===== src/rtl/xlat_pkg.sv =====
package xlat_pkg;
    localparam int NUM_WIN      = 3;
    localparam int ADDR_W       = 32;
    localparam int MAP_W        = 16;
    localparam int MIN_LOG2     = 20;
    localparam int IO_LOG2      = 24;
    localparam int MAX_CODE     = 11;
    localparam int WIN_IDX_W    = $clog2(NUM_WIN);
    localparam logic [2:0] CYC_IO = 3'b001;

    typedef enum logic [1:0] {
        ST_IDLE = 2'd0,
        ST_HIT  = 2'd1,
        ST_MISS = 2'd2
    } rsp_state_e;

    typedef struct packed {
        logic              hit;
        logic [ADDR_W-1:0] addr;
        logic [2:0]        cyc;
        logic              pf;
    } win_result_t;
endpackage


===== src/rtl/xlat_regs.sv =====
module xlat_regs
    import xlat_pkg::*;
(
    input  logic                               clk,
    input  logic                               rst_n,
    input  logic                               we,
    input  logic [2:0]                         sel,
    input  logic [ADDR_W-1:0]                  wdata,
    output logic [NUM_WIN-1:0][ADDR_W-1:0]     base_o,
    output logic [NUM_WIN-1:0][MAP_W-1:0]      map_o
);
    localparam int IO_IDX = NUM_WIN - 1;

    for (genvar i = 0; i < NUM_WIN; i++) begin : g_reg
        logic hit_base, hit_map;
        assign hit_base = we && (int'(sel[2:1]) == i) && !sel[0];
        assign hit_map  = we && (int'(sel[2:1]) == i) &&  sel[0];

        always_ff @(posedge clk or negedge rst_n) begin
            if (!rst_n) begin
                base_o[i] <= '0;
                map_o[i]  <= '0;
            end else begin
                if (hit_base) begin
                    if (i == IO_IDX) base_o[i] <= {{(ADDR_W-MAP_W){1'b0}}, wdata[MAP_W-1:0]};
                    else             base_o[i] <= wdata;
                end
                if (hit_map) map_o[i] <= wdata[MAP_W-1:0];
            end
        end
    end
endmodule


===== src/rtl/xlat_window.sv =====
module xlat_window
    import xlat_pkg::*;
#(
    parameter bit IO_ONLY = 1'b0
) (
    input  logic [ADDR_W-1:0] base,
    input  logic [MAP_W-1:0]  map,
    input  logic [ADDR_W-1:0] addr,
    output win_result_t       res
);
    if (IO_ONLY) begin : g_io
        localparam int HB = ADDR_W - IO_LOG2;
        always_comb begin
            res.hit  = base[0] && (addr[ADDR_W-1:IO_LOG2] == base[MAP_W-1:MAP_W-HB]);
            res.addr = {map[MAP_W-1:MAP_W-HB], addr[IO_LOG2-1:0]};
            res.cyc  = CYC_IO;
            res.pf   = 1'b0;
        end
    end else begin : g_mem
        logic [3:0]        code;
        logic [5:0]        shamt;
        logic [ADDR_W-1:0] himask, map_full, xa;
        always_comb begin
            code     = base[7:4];
            shamt    = 6'(MIN_LOG2) + {2'b00, code};
            himask   = '1 << shamt;
            map_full = {map[MAP_W-1:4], {MIN_LOG2{1'b0}}};
            xa       = (map_full & himask) | (addr & ~himask);
            if (!map[0]) xa[1:0] = 2'b00;
            res.hit  = base[0] && (int'(code) <= MAX_CODE) && (((addr ^ base) & himask) == '0);
            res.addr = xa;
            res.cyc  = map[3:1];
            res.pf   = base[3];
        end
    end
endmodule


===== src/rtl/addr_window_xlat.sv =====
module addr_window_xlat
    import xlat_pkg::*;
(
    input  logic              clk,
    input  logic              rst_n,
    input  logic              cfg_we,
    input  logic [2:0]        cfg_sel,
    input  logic [31:0]       cfg_wdata,
    input  logic              req_valid,
    input  logic [31:0]       req_addr,
    output logic              rsp_hit,
    output logic              rsp_miss,
    output logic [1:0]        rsp_win,
    output logic [31:0]       rsp_addr,
    output logic [2:0]        rsp_cycle,
    output logic              rsp_prefetch
);
    logic [NUM_WIN-1:0][ADDR_W-1:0] base_q;
    logic [NUM_WIN-1:0][MAP_W-1:0]  map_q;
    win_result_t                    res [NUM_WIN];

    xlat_regs u_regs (
        .clk(clk), .rst_n(rst_n), .we(cfg_we), .sel(cfg_sel),
        .wdata(cfg_wdata), .base_o(base_q), .map_o(map_q)
    );

    for (genvar i = 0; i < NUM_WIN; i++) begin : g_win
        xlat_window #(.IO_ONLY(i == NUM_WIN - 1)) u_win (
            .base(base_q[i]), .map(map_q[i]), .addr(req_addr), .res(res[i])
        );
    end

    // lowest index wins: scan downward so earlier windows overwrite later ones
    win_result_t              pick;
    logic [WIN_IDX_W-1:0]     pick_idx;
    always_comb begin
        pick     = '0;
        pick_idx = '0;
        for (int i = NUM_WIN - 1; i >= 0; i--) begin
            if (res[i].hit) begin
                pick     = res[i];
                pick_idx = WIN_IDX_W'(i);
            end
        end
    end

    rsp_state_e state_q, state_d;
    always_comb begin
        state_d = ST_IDLE;
        if (req_valid) state_d = pick.hit ? ST_HIT : ST_MISS;
    end

    // state register
    always_ff @(posedge clk or negedge rst_n) begin
        if (!rst_n) state_q <= ST_IDLE;
        else        state_q <= state_d;
    end

    // output data register
    logic [WIN_IDX_W-1:0] win_q;
    logic [ADDR_W-1:0]    addr_q;
    logic [2:0]           cyc_q;
    logic                 pf_q;
    always_ff @(posedge clk or negedge rst_n) begin
        if (!rst_n) begin
            win_q <= '0; addr_q <= '0; cyc_q <= '0; pf_q <= 1'b0;
        end else if (state_d == ST_HIT) begin
            win_q <= pick_idx; addr_q <= pick.addr; cyc_q <= pick.cyc; pf_q <= pick.pf;
        end else begin
            win_q <= '0; addr_q <= '0; cyc_q <= '0; pf_q <= 1'b0;
        end
    end

    always_comb begin
        rsp_hit  = 1'b0;
        rsp_miss = 1'b0;
        unique case (state_q)
            ST_IDLE: ;
            ST_HIT:  rsp_hit  = 1'b1;
            ST_MISS: rsp_miss = 1'b1;
            default: ;
        endcase
    end

    assign rsp_win      = 2'(win_q);
    assign rsp_addr     = addr_q;
    assign rsp_cycle    = cyc_q;
    assign rsp_prefetch = pf_q;
endmodule


===== config.mk =====
export PLATFORM = sky130hd
export DESIGN_NAME = addr_window_xlat
export DESIGN_NICKNAME = d
export VERILOG_FILES = /design/src/rtl/xlat_pkg.sv /design/src/rtl/xlat_regs.sv /design/src/rtl/xlat_window.sv /design/src/rtl/addr_window_xlat.sv
export SDC_FILE = /design/constraint.sdc
export NUM_CORES = 1
export LEC_CHECK = 0
export BUFFER_PORTS_ARGS = -buffer_cell sky130_fd_sc_hd__buf_2
export CAP_MARGIN = 20
export CORE_ASPECT_RATIO = 0.6
export CORE_MARGIN = 3
export CORE_UTILIZATION = 45
export CTS_CLUSTER_SIZE = 25
export DETAILED_ROUTE_END_ITERATION = 7
export GPL_ROUTABILITY_DRIVEN = 0
export HOLD_SLACK_MARGIN = 0.15
export MAX_ROUTING_LAYER = met4
export PLACE_DENSITY = 0.7
export SLEW_MARGIN = 20
export SYNTH_ARGS = -nofsm -noshare
export SYNTH_HDL_FRONTEND = slang
export SYNTH_SLANG_ARGS = --single-unit

===== constraint.sdc =====
create_clock -name clk -period 3.25 [get_ports clk]
set_input_delay 0.1625 -clock clk [delete_from_list [all_inputs] [get_ports clk]]
set_output_delay 0.1625 -clock clk [all_outputs]
set_load 0.01 [all_outputs]

==> flow_summary.toml <==
[placement]
hpwl_um = 13900
port_buffers = 110

[synthesis]
synth_area_um2 = 6750
synthCells = 553
ys_async_sr_fraction_pct = 100
yosysWarnings = 0
ys_types = 55
ys.flop_type = "dfrtp_1"
ys_seq_area_share_pct = 51.5
synthesis.nets = 632
synth-edff-count = 0
syn_area_per_cell_um2 = 12.2
ys_ff_latch = 139

[clocking]
cts_root_buf = "clkbuf_16"
clk_latency_ps = 420
cts_max_level = 4
cts_sinks = 139
tritoncts = "built"
clk_pin_slew_ps = 60
cts_inserted_buffers = 17
cts.path.max_buffers = 2

[timing]
tightest_slew_ps = 798
finalHoldViolCount = 0
post-route-min-period_ps = 3120
slew_headroom_pct = 46.8
maxSlewViolCount = 0
post-route-period-util_pct = 96.0
whs_ps = 170
fmax_mhz = 321
rsz0062_at_grt = "no"
fin_worst_skew_ps = 9.44
tns_ps = 0
setup_viol = 0

[power_and_ir_drop]
comb_power_share_pct = 22.9
cellInternalPower_uw = 3880
p_switching_uw = 1640
p_per_area_nw_per_um2 = 627
p_seq_share_pct = 40.5
switching_share_pct = 29.7
power.leakage_uw = 0.00397
p_clk_share_pct = 36.7
ir_worst_vdd_v = 0.000349

[detailed_routing]
vias_per_cell = 5.51
ant_nets = 0
first_pass_iters = 5
routedWlPerCell_um = 21.0
num_vias = 5128
drtIter0Drc = 581
drc = 0
drt_wl_total_um = 19600

[final_layout]
drive_gt1_share_pct = 38.2
regArea_um2 = 3480
final_common_cell = "dfrtp_1"
fin_nets = 804
layout_common_cells = "dfrtp_1 (138), buf_2 (109), mux2_2 (93), dlygate4sd3_1 (61), nor2_1 (29)"
area_growth_pct = 30.5
fillers = 1124
multi_input_area_um2 = 3080
diodes = 0

[floorplan]
die_w_um = 164
io_pins = 111
rows = 33
die_area_um2 = 16600
start_util_pct = 47.7
chipHeight_um = 101
core_um2 = 14200

[grt]
overflow = 0
grt_usage_pct = 24.9
grt_pass1_vias = 5191
grt_max_degree = 85
grt_pass1_wl_um = 30000
antenna_found_initial = 0

[worst_setup_path]
cp-end-kind = "register"
cp.arrival_ps = 3410
worstPathRequired_ps = 3540
crit_path_max_fanout = 14
critPathKind = "register to register"
startpoint_type = "register"

[outcome]
status = "complete, no violations"

[flow_run]
max_cap_violations = 0

[hold_path]
hold_path_class = "input pin to register"
critical path, stage by stage (launching register included):
cell     delay (ps)
dfrtp_2         460
ha_1            360
or4b_2          730
a21oi_1         200
nor4_1          100
nand4_2         220
buf_4           260
mux2_1          340
mux2i_1         240
nor2_1           90
cell usage after synthesis, types with 14 or more instances:
cell type    n  area, um2
dfrtp_1    139       3480
mux2_2      93       1050
nor2_1      29        109
xnor2_1     28        245
mux2i_1     22        220
xor2_1      22        193
a211oi_1    18        135
clkbuf_1    16       60.1
nand2_1     16       60.1
a21oi_1     15       75.1
inv_1       14       52.6
nor3b_1     14        105
area by class of cell:
class,instances,area share (%)
tap,192,2.73
sequential,139,39.5
clock buffer,19,5.14
clock inverter,13,1.86
inverter,14,0.597
multi-input combinational,363,35.0
timing repair buffer,190,15.2
state kept, by name, summed over array words and instances, names as in the netlist:
name / flops
rsp_win: 2
rsp_addr: 32
u_regs.base_o: 59
rsp_prefetch: 1
u_regs.map_o: 40
rsp_cycle: 3
state_q: 2
logic make-up after synthesis:
logic type	count (synthesis)	synth area share [%]
xor gates and xnor gates	50	6.49
DFF	139	51.5
and+or+nand+nor	115	9.81
buffers and inverters	51	3.58
muxes	116	18.9
AOI/OAI and AO/OA	73	8.01
adders and majority gates	9	1.63
power groups by stage:
stage	registers [uW]	clock network, uW	logic, uW
after floorplan	2170	0	843
after global placement	2230	0	1120
after detailed placement	2260	0	1150
after CTS	2230	2040	1240
after global routing	2270	2120	1350
final	2230	2020	1260
stage by stage:
stage / cells / area (um2) / util (%) / setup slack, ps / power [uW]
CTS: 928 / 8770 / 61.9 / 70.1 / 5510
finish: 930 / 8810 / 62.2 / 131 / 5520
global route: 930 / 8810 / 62.2 / 13.0 / 5740
detailed placement: 835 / 7530 / 53.2 / -144 / 3410
global placement: 835 / 7530 / 53.2 / -11.3 / 3350
floorplan: 553 / 6750 / - / 598 / 3010
final timing paths:
check / slack (ps) / start / cells past startpoint / endpoint
min in group asynchronous: 370 / rst_n / 2 / rsp_cycle[2]
max in group asynchronous: 2100 / rst_n / 3 / u_regs.base_o[38]
worst min-delay path: 170 / req_addr[27] / 3 / rsp_addr[27]
worst max-delay path: 130 / u_regs.base_o[38] / 9 / rsp_addr[1]
worst max register to register: 130 / u_regs.base_o[38] / 9 / rsp_addr[1]
worst min register to register: 510 / u_regs.map_o[24] / 1 / u_regs.map_o[24]
metal layers:
metal / GRT usage, % / share of wire (%) / vias to the layer above
li1: - / - / 2313
met1: 36.3 / 48 / 2587
met2: 36.2 / 43 / 209
met3: 4.47 / 7.7 / 19
met4: 5.78 / 0.77 / 0
met5: - / 0 / -
timing repair:
action,CTS,global route
setup buffers,0,2
gates resized for setup,2,6
hold endpoints to repair,207,0
hold buffers,61,0
pin swaps,0,2
endpoints found under the setup margin,15,34
Power figures use the tool's default switching activity.
